`src/rtl/remap_pkg.sv`:
```
package remap_pkg;
  localparam int ADDR_W  = 32;
  localparam int OFFS_W  = 21;   // 2 MB granule
  localparam int BASE_W  = 8;    // bits [28:21]
  localparam int REMAP_W = ADDR_W - OFFS_W;  // bits [31:21]
  localparam int SIZE_W  = 3;

  typedef struct packed {
    logic [SIZE_W-1:0]  sizeCode;
    logic [BASE_W-1:0]  base;
    logic [REMAP_W-1:0] remap;
    logic               port;
    logic               burst;
  } region_cfg_t;

  typedef struct packed {
    logic        en;
    region_cfg_t cfg;
  } region_t;

  // strobes from control to datapath
  typedef struct packed {
    logic load;  // accepted write
    logic arm;   // enable value stored with it
  } cfg_strobe_t;

  // bits of the upper field that come from the region (1) vs the fetch (0)
  function automatic logic [REMAP_W-1:0] keepMask(input logic [SIZE_W-1:0] code);
    logic [REMAP_W-1:0] m;
    m = '1;
    if (code == '0) m = '0;
    else            m = m << (code - 1'b1);
    return m;
  endfunction
endpackage

```
`src/rtl/remapCtrl.sv`:
```
module remapCtrl
  import remap_pkg::*;
#(
  parameter int NUM_REGIONS = 4,
  localparam int IDX_W = (NUM_REGIONS > 1) ? $clog2(NUM_REGIONS) : 1
) (
  input  logic                   cacheEnable,
  input  logic                   cfgWrite,
  input  logic [IDX_W-1:0]       cfgIdx,
  input  logic                   cfgEnable,
  input  logic [NUM_REGIONS-1:0] enVec,
  output cfg_strobe_t            strobe
);
  logic liveTarget;
  logic frozen;

  always_comb begin
    liveTarget = enVec[cfgIdx];
    frozen     = cacheEnable;
    strobe.arm  = cfgEnable;
    // disabling is always allowed with the cache off; arming needs an idle slot
    strobe.load = cfgWrite && !frozen && !(liveTarget && cfgEnable);
  end
endmodule

```
`src/rtl/remapDatapath.sv`:
```
module remapDatapath
  import remap_pkg::*;
#(
  parameter int NUM_REGIONS   = 4,
  parameter bit DEFAULT_PORT  = 1'b0,
  parameter bit DEFAULT_BURST = 1'b1,
  localparam int IDX_W = (NUM_REGIONS > 1) ? $clog2(NUM_REGIONS) : 1
) (
  input  logic                   clk,
  input  logic                   rstN,
  input  cfg_strobe_t            strobe,
  input  logic [IDX_W-1:0]       cfgIdx,
  input  region_cfg_t            cfgIn,
  input  logic [ADDR_W-1:0]      fetchAddr,
  output logic [ADDR_W-1:0]      outAddr,
  output logic                   outPort,
  output logic                   outBurst,
  output logic                   outHit,
  output logic [IDX_W-1:0]       hitRegion,
  output logic [NUM_REGIONS-1:0] enVec
);
  region_t [NUM_REGIONS-1:0] regQ;
  logic [NUM_REGIONS-1:0]    matchVec;
  logic [REMAP_W-1:0]        hiVec [NUM_REGIONS];

  always_ff @(posedge clk) begin
    if (!rstN) begin
      regQ <= '0;
    end else if (strobe.load) begin
      regQ[cfgIdx].en  <= strobe.arm;
      regQ[cfgIdx].cfg <= cfgIn;
    end
  end

  for (genvar g = 0; g < NUM_REGIONS; g++) begin : g_region
    logic [REMAP_W-1:0] keep;
    logic [BASE_W-1:0]  baseKeep;
    logic [BASE_W-1:0]  fetchSlot;
    always_comb begin
      keep        = keepMask(regQ[g].cfg.sizeCode);
      baseKeep    = keep[BASE_W-1:0];
      fetchSlot   = fetchAddr[OFFS_W +: BASE_W];
      enVec[g]    = regQ[g].en;
      matchVec[g] = regQ[g].en && (regQ[g].cfg.sizeCode != '0) &&
                    (((fetchSlot ^ regQ[g].cfg.base) & baseKeep) == '0);
      hiVec[g]    = (regQ[g].cfg.remap & keep) |
                    (fetchAddr[ADDR_W-1:OFFS_W] & ~keep);
    end
  end

  // descending scan so the lowest matching index is written last
  always_comb begin
    outAddr   = fetchAddr;
    outPort   = DEFAULT_PORT;
    outBurst  = DEFAULT_BURST;
    outHit    = 1'b0;
    hitRegion = '0;
    for (int i = NUM_REGIONS - 1; i >= 0; i--) begin
      if (matchVec[i]) begin
        outAddr   = {hiVec[i], fetchAddr[OFFS_W-1:0]};
        outPort   = regQ[i].cfg.port;
        outBurst  = regQ[i].cfg.burst;
        outHit    = 1'b1;
        hitRegion = IDX_W'(i);
      end
    end
  end

  // the offset inside the smallest window never changes
  assert_offset_kept_R4: assert property (@(posedge clk) disable iff (!rstN)
    outAddr[OFFS_W-1:0] == fetchAddr[OFFS_W-1:0]);

  // no hit means untouched address on the default route
  assert_passthrough_R7: assert property (@(posedge clk) disable iff (!rstN)
    !outHit |-> (outAddr == fetchAddr && outPort == DEFAULT_PORT && outBurst == DEFAULT_BURST));

  // a hit always points at a live region
  assert_hit_live_R3: assert property (@(posedge clk) disable iff (!rstN)
    outHit |-> enVec[hitRegion]);

  // an arming write never lands on a live region
  assert_no_rearm_R9: assert property (@(posedge clk) disable iff (!rstN)
    (strobe.load && strobe.arm) |-> !enVec[cfgIdx]);

  // without a load strobe the descriptors hold
  assert_hold_R8: assert property (@(posedge clk) disable iff (!rstN)
    !strobe.load |=> $stable(regQ));
endmodule

```
`src/rtl/addrRemapper.sv`:
```
module addrRemapper
  import remap_pkg::*;
#(
  parameter int NUM_REGIONS   = 4,
  parameter bit DEFAULT_PORT  = 1'b0,
  parameter bit DEFAULT_BURST = 1'b1,
  localparam int IDX_W = (NUM_REGIONS > 1) ? $clog2(NUM_REGIONS) : 1
) (
  input  logic               clk,
  input  logic               rstN,
  input  logic               cacheEnable,
  input  logic               cfgWrite,
  input  logic [IDX_W-1:0]   cfgIdx,
  input  logic               cfgEnable,
  input  logic [SIZE_W-1:0]  cfgSizeCode,
  input  logic [BASE_W-1:0]  cfgBase,
  input  logic [REMAP_W-1:0] cfgRemap,
  input  logic               cfgPort,
  input  logic               cfgBurst,
  input  logic [ADDR_W-1:0]  fetchAddr,
  output logic [ADDR_W-1:0]  outAddr,
  output logic               outPort,
  output logic               outBurst,
  output logic               outHit,
  output logic [IDX_W-1:0]   hitRegion
);
  cfg_strobe_t            strobe;
  region_cfg_t            cfgIn;
  logic [NUM_REGIONS-1:0] enVec;

  always_comb begin
    cfgIn.sizeCode = cfgSizeCode;
    cfgIn.base     = cfgBase;
    cfgIn.remap    = cfgRemap;
    cfgIn.port     = cfgPort;
    cfgIn.burst    = cfgBurst;
  end

  remapCtrl #(.NUM_REGIONS(NUM_REGIONS)) i_ctrl (
    .cacheEnable (cacheEnable),
    .cfgWrite    (cfgWrite),
    .cfgIdx      (cfgIdx),
    .cfgEnable   (cfgEnable),
    .enVec       (enVec),
    .strobe      (strobe)
  );

  remapDatapath #(
    .NUM_REGIONS   (NUM_REGIONS),
    .DEFAULT_PORT  (DEFAULT_PORT),
    .DEFAULT_BURST (DEFAULT_BURST)
  ) i_dp (
    .clk       (clk),
    .rstN      (rstN),
    .strobe    (strobe),
    .cfgIdx    (cfgIdx),
    .cfgIn     (cfgIn),
    .fetchAddr (fetchAddr),
    .outAddr   (outAddr),
    .outPort   (outPort),
    .outBurst  (outBurst),
    .outHit    (outHit),
    .hitRegion (hitRegion),
    .enVec     (enVec)
  );

  // with the cache on, the set of live regions cannot change
  assert_cache_freeze_R8: assert property (@(posedge clk) disable iff (!rstN)
    cacheEnable |=> $stable(enVec));
endmodule

```
`config.mk`:
```
export PLATFORM = sky130hd
export DESIGN_NAME = addrRemapper
export DESIGN_NICKNAME = d
export VERILOG_FILES = /design/src/rtl/remap_pkg.sv /design/src/rtl/remapCtrl.sv /design/src/rtl/remapDatapath.sv /design/src/rtl/addrRemapper.sv
export SDC_FILE = /design/constraint.sdc
export NUM_CORES = 1
export LEC_CHECK = 0
export BUFFER_PORTS_ARGS = -buffer_cell sky130_fd_sc_hd__buf_2
export CELL_PAD_IN_SITES_DETAIL_PLACEMENT = 1
export CELL_PAD_IN_SITES_GLOBAL_PLACEMENT = 2
export CORE_UTILIZATION = 36
export CTS_CLUSTER_DIAMETER = 60
export DETAILED_ROUTE_END_ITERATION = 8
export PLACE_DENSITY_LB_ADDON = 0.1
export SLEW_MARGIN = 5
export SYNTH_ARGS = -nofsm -noshare
export SYNTH_HDL_FRONTEND = slang
export SYNTH_SLANG_ARGS = --single-unit
```
`constraint.sdc`:
```
create_clock -name clk -period 6.66 [get_ports clk]
set_clock_uncertainty 0.1 [all_clocks]
set_input_delay 0.333 -clock clk [delete_from_list [all_inputs] [get_ports clk]]
set_output_delay 0.333 -clock clk [all_outputs]
set_load 0.03 [all_outputs]
```
==> flow_summary.yaml, run 1 <==
setup_path:
  startpoint_type: "flop"
  cp-end-kind: "output port"
  worst_ep_required_time_ns: 6.23
  worst-setup-path-type: "reg -> out"
  crit_arrival_ns: 3.82
  rr_startpoint: "i_dp.enVec[0]$_SDFFE_PN0P_"
  cp_max_fo: 18
  crit_start: "i_dp.regQ[21]$_SDFFE_PN0P_"
layout:
  antenna_cells: 0
  drive_above_1_share_pct: 14.6
  design_area_um2: 6740
  mostFrequentLayoutCells: "nand2_1, a21boi_0, dfxtp_1"
  final_common_cell: "nand2_1"
  nets: 876
  area_growth_pct: 8.46
  fill_cells: 2105
run_status:
  run_status: "finished, final reports clean"
die:
  die_h_um: 133
  die_w_um: 133
  dieArea_um2: 17800
  rows: 47
  ios: 100
  core_area_um2: 16700
  initial_core_util_pct: 37.2
cts:
  clock_latency_ns: 0.36
  cts.path.max_buffers: 2
  cts_tree: "done"
  cts.clk_slew.worst_paths_ns: 0.07
  htree_num_levels: 3
  numCtsBuffers: 9
  numClockSinks: 100
  post_cts_resized: 0
  postCtsHoldBufs: 0
  clockRootBuffer: "clkbuf_16"
  post_cts_buffers: 0
power_and_ir_drop:
  pwr-share-comb_pct: 12.3
  p_per_area_nw_per_um2: 204
  p_switching_mw: 0.370
  p_int_mw: 1.00
  power_frac_seq_pct: 45.3
  leakage_nw: 2.42
  clkPwrFrac_pct: 42.4
  swShare_pct: 26.9
  ir_worst_vdd_mv: 0.127
routing:
  routed_via_density: 5.49
  routed_wl_um: 22900
  antenna_left: 0
  route.detailed.drc: 0
  vias: 5632
  dr.pass1.iters: 5
  dr.first_iter.drc_count: 298
  routedWlPerCell_um: 22.3
yosys:
  synthTopCellsByArea: "dfxtp_1, nand2_1, a21boi_0"
  yosysWarningCount: 0
  ys_async_sr_fraction_pct: 0
  syn-cell-area_um2: 6210
  yosys_register_bits: 100
  syn-mean-instance-area_um2: 7.76
  synth_cell_types: 63
  syn-num-nets: 876
  yosysSeqAreaShare_pct: 32.2
  synth.top_cell.area_share_pct: 32.2
  synth_enable_flop_cells: 0
  ys.flop_type: "dfxtp_1"
  syn_inst: 801
  yosysTopAreaCell: "dfxtp_1"
global_route:
  grt_max_degree: 101
  antenna_found_initial: 0
  grt_pass1_wl_um: 35000
  grt_pass1_vias: 5766
  overflow: 0
  track_usage_pct: 26.5
timing:
  drv_slew: 0
  finalCritPeriodShare_pct: 63.9
  rsz0062_at_grt: "no"
  setup_viol: 0
  period_needed_ns: 4.25
  fin_setup_tns_ns: 0
  tightest_slew_ns: 1.29
  hold_violations: 0
  max_slew_margin_pct: 13.8
  fmax_mhz: 235
placement:
  placed_area_um2: 6420
  dp_hpwl_um: 16600
  port-buffer-count: 57
  gp_congestion: 0.839
hold_path:
  hp-start: "cfgBase[3]"
  hold_path_class: "in -> reg"
flow_run:
  max-cap-violations: 0
cell type report:
cell class	count	area [µm²]	area share, %
timing repair buffer	68	368	5.46
sequential	100	2000	29.7
tap	220	275	4.09
clock inverter	5	85.1	1.26
multi-input combinational	612	3740	55.5
inverter	10	37.5	0.557
clock buffer	11	233	3.45
per-stage QoR:
| step | cells | setup slack [ns] | power [mW] | hold slack (ns) | util (%) |
|---|---|---|---|---|---|
| 2_1_floorplan | 801 | 3.52 | 0.758 | 0.338 | - |
| 3_5_place_dp | 1010 | 2.81 | 0.803 | 0.365 | 38.4 |
| 3_3_place_gp | 1010 | 2.82 | 0.800 | 0.355 | 38.4 |
| 5_1_grt | 1026 | 2.16 | 1.42 | 0.179 | 40.3 |
| 4_1_cts | 1026 | 2.41 | 1.38 | 0.148 | 40.3 |
| 6_report | 1026 | 2.41 | 1.37 | 0.159 | 40.3 |
cells in the mapped netlist, drive strengths merged, types with 10 or more instances:
library cell,count
xnor2,14
a21boi,103
buf,44
nor3,10
mux2i,19
o21ai,16
mux2,22
xor2,19
nand2,232
dfxtp,100
ha,12
nor2b,11
nand3,26
inv,10
a21oi,15
nor2,28
clkbuf,35
worst max-delay path, cell delays in order (launching register included):
cell	delay, ns
dfxtp_1	0.37
inv_1	0.08
ha_1	0.31
a21boi_0	0.38
o2111ai_1	0.27
a31o_2	0.30
nor3_4	0.57
buf_4	0.37
a211oi_1	0.08
a311oi_1	0.43
buf_2	0.28
path summary, 6_finish.rpt:
path | to | slack [ns] | cells past startpoint
setup reg to reg | i_dp.regQ[3]$_SDFFE_PN0P_ | 4.74 | 4
hold / removal | i_dp.regQ[41]$_SDFFE_PN0P_ | 0.16 | 3
hold reg to reg | i_dp.regQ[47]$_SDFFE_PN0P_ | 0.37 | 2
setup / recovery | outAddr[26] | 2.41 | 10
kinds of logic (layout without fill, tap and decap cells):
group	count (synthesis)	after routing	synth area share, %
xor gates and xnor gates	33	33	4.65
muxes	41	41	7.05
DFF	100	100	32.2
buffers and inverters	89	94	7.71
and+or+nand+nor	346	346	24.5
AOI/OAI and AO/OA	180	180	21.5
adders and majority gates	12	12	2.42
power by group through the flow:
stage	registers [mW]	clock network [mW]	logic [mW]
global route	0.623	0.615	0.183
detailed placement	0.635	0	0.168
floorplan	0.630	0	0.128
global placement	0.635	0	0.165
finish	0.621	0.582	0.168
CTS	0.621	0.593	0.169
routing by layer:
layer	part of all wire, %	track usage [%]	wire length [µm]	up-vias
li1	-	-	-	2692
met5	0	0	0	-
met3	4.3	4.19	984	33
met2	45	42.0	10400	113
met4	1.7	7.51	396	0
met1	49	37.1	11100	2794
sequential cells by signal, indices dropped and copies added (netlist names):
name	cells
i_dp.enVec	4
i_dp.regQ	96
(Power assumes the default switching activity.)
==> run 2, diff against run 1 <==
--- a/config.mk
+++ b/config.mk
@@ -5,10 +5,11 @@
 export SDC_FILE = /design/constraint.sdc
 export NUM_CORES = 1
 export LEC_CHECK = 0
+export ABC_AREA = 1
 export BUFFER_PORTS_ARGS = -buffer_cell sky130_fd_sc_hd__buf_2
 export CELL_PAD_IN_SITES_DETAIL_PLACEMENT = 1
 export CELL_PAD_IN_SITES_GLOBAL_PLACEMENT = 2
-export CORE_UTILIZATION = 36
+export CORE_UTILIZATION = 31
 export CTS_CLUSTER_DIAMETER = 60
 export DETAILED_ROUTE_END_ITERATION = 8
 export PLACE_DENSITY_LB_ADDON = 0.1
==> constraint.sdc (replaced) <==
create_clock -name clk -period 4.45 [get_ports clk]
set_clock_uncertainty 0.1 [all_clocks]
set_input_delay 0.2225 -clock clk [delete_from_list [all_inputs] [get_ports clk]]
set_output_delay 0.2225 -clock clk [all_outputs]
set_load 0.03 [all_outputs]
==> flow_summary.yaml, run 2 <==
run_status:
  run_status: "finished, final reports clean"
setup_path:
  rr_startpoint: "i_dp.enVec[2]$_SDFFE_PN0P_"
  crit_start: "i_dp.regQ[46]$_SDFFE_PN0P_"
  critPathMaxStageDelay_ns: 0.61
  cp_max_fo: 21
  critPathSlowestCell: "nand2_1"
  startpoint_type: "flop"
  cp-end-kind: "output port"
  cpMostUsedCell: "nand2_1"
  crit_arrival_ns: 3.43
  crit_chain: "inv_1 > ha_1 > nand2_1 > nand2_1 > a21oi_1 > nand3_1 > nor2_2 > nand2_2 > inv_2 > nand2_1 > nand2_1 > inv_1 > nand2_1 > nand2_1 > buf_2"
  worst-setup-path-type: "reg -> out"
  worst_ep_required_time_ns: 4.13
die:
  rows: 50
  core_area_um2: 19000
  initial_core_util_pct: 32.1
  dieArea_um2: 20300
  die_h_um: 142
  ios: 100
  die_w_um: 142
power_and_ir_drop:
  p_per_area_nw_per_um2: 343
  leakage_nw: 2.97
  ir_worst_vdd_mv: 0.223
  power.total_mw: 2.27
cts:
  cts.path.max_buffers: 2
  cts_tree: "done"
  numCtsBuffers: 9
  postCtsHoldBufs: 0
  post_cts_buffers: 0
  clockRootBuffer: "clkbuf_16"
  numClockSinks: 100
  htree_num_levels: 3
  clock_latency_ns: 0.36
  cts.clk_slew.worst_paths_ns: 0.07
  post_cts_resized: 0
global_route:
  antenna_found_initial: 0
  gr-usage-met1_pct: 29.1
  grt_max_degree: 70
  gr-usage-met2_pct: 42.3
  grt_pass1_wl_um: 35900
  track_usage_pct: 23.9
  top_usage_layer: "met2"
  grt_pass1_vias: 6185
  overflow: 0
  grtUsageMet3_pct: 3.63
timing:
  hold_violations: 0
  fmax_mhz: 267
  max_slew_margin_pct: 20.6
  setup_viol: 0
  tightest_slew_ns: 1.19
  period_needed_ns: 3.75
  setup_ws_ns: 0.700
  finalCritPeriodShare_pct: 84.3
  drv_slew: 0
  rsz0062_at_grt: "no"
  fin_setup_tns_ns: 0
routing:
  routedWlPerCell_um: 19.1
  antenna_left: 0
  dr.pass1.iters: 5
  routed_via_density: 4.97
  dr.first_iter.drc_count: 198
  route.detailed.drc: 0
  vias: 5975
  routed_wl_um: 23000
yosys:
  ys.flop_type: "dfxtp_1"
  syn-cell-area_um2: 6100
  syn-num-nets: 1014
  syn-mean-instance-area_um2: 6.50
  synthTopCellsByArea: "dfxtp_1, nand2_1, o21ai_0"
  synth_common_cells: "nand2_1, o21ai_0, inv_1"
  yosysSeqAreaShare_pct: 32.8
  synth_cell_types: 30
  yosys_register_bits: 100
  yosysWarningCount: 0
  synth.most_common_cell: "nand2_1"
  synth.top_cell.area_share_pct: 32.8
  ys_async_sr_fraction_pct: 0
  yosysTopAreaCell: "dfxtp_1"
  syn_inst: 939
  synth_enable_flop_cells: 0
layout:
  mostFrequentLayoutCells: "nand2_1, o21ai_0, inv_1"
  largest_reg_flops: 96
  largest-register: "i_dp.regQ"
  antenna_cells: 0
  drive_above_1_share_pct: 11.9
  area_growth_pct: 8.24
  nets: 1013
  final_common_cell: "nand2_1"
placement:
  gp_congestion: 0.810
  port-buffer-count: 57
  dp_hpwl_um: 17400
  dp_slack_ns: 1.07
flow_run:
  max-cap-violations: 0
hold_path:
  hold_path_class: "in -> reg"
  hp-start: "cfgRemap[6]"
==> run 2: cell count changes after synthesis, moves of 11 or more <==
cell,change
a21oi_1,+70
nand3_1,+56
buf_6,+12
o21ai_0,+119
mux2i_1,-19
clkbuf_1,-15
nor2_1,+47
nand2_2,+11
a21boi_0,-102
nand2_1,-47
mux2_2,-22
o21ai_1,+13
inv_1,+112
==> run 2: layout make-up <==
cell class	count	area [µm²]
clock buffers	10	239
clock inverters	6	134
fillers	2484	12400
inverters	132	495
multi-input cells	635	3100
flip-flops and latches	100	2000
well taps	260	325
repair buffers	60	308
==> run 2: power breakdown <==
part           total (mW)  switching [mW]  internal (mW)
Sequential          0.942          0.0151          0.926
Clock                1.00           0.380          0.624
Combinational       0.321           0.232         0.0887
==> run 2: path summary, 6_finish.rpt <==
| kind | slack [ns] | cells after the start | to |
|---|---|---|---|
| worst max-delay path | 0.70 | 15 | outAddr[22] |
| worst min-delay path | 0.06 | 3 | i_dp.regQ[8]$_SDFFE_PN0P_ |
| worst max register to register | 1.79 | 7 | i_dp.regQ[25]$_SDFFE_PN0P_ |
| worst min register to register | 0.35 | 2 | i_dp.regQ[52]$_SDFFE_PN0P_ |
==> run 2: logic make-up after synthesis <==
| group | Yosys count | share of synthesized area (%) |
|---|---|---|
| AO/OA/AOI/OAI | 238 | 19.8 |
| XOR/XNOR | 16 | 2.30 |
| adder cells (fa/ha/maj) | 12 | 2.46 |
| buffers and inverters | 204 | 16.4 |
| flip-flops | 100 | 32.8 |
| AND/OR/NAND/NOR | 369 | 26.3 |
==> run 2: per-stage QoR <==
| stage | hold slack, ns | area (µm²) | util, % | std cells |
|---|---|---|---|---|
| 4_1_cts | 0.0562 | 6610 | 34.7 | 1203 |
| 5_1_grt | 0.0655 | 6610 | 34.7 | 1203 |
| 3_5_place_dp | 0.344 | 6230 | 32.8 | 1187 |
| 6_report | 0.0616 | 6610 | 34.7 | 1203 |
| 2_1_floorplan | 0.257 | 6100 | - | 939 |
| 3_3_place_gp | 0.336 | 6230 | 32.8 | 1187 |
==> run 2: routing by layer <==
metal  vias to the layer above  routed length, µm
met5                         -                  0
met4                         0                714
met3                        44                803
met2                       106              11300
met1                      2864              10200
li1                       2961                  -
==> run 2: critical path: cells and delay by family (launching register included) <==
kind                     cells  cell delay, ns
flip-flops                   1            0.34
adder cells (fa/ha/maj)      1            0.23
AO/OA/AOI/OAI                1            0.20
AND/OR/NAND/NOR              9            1.66
buffers and inverters        4            0.64
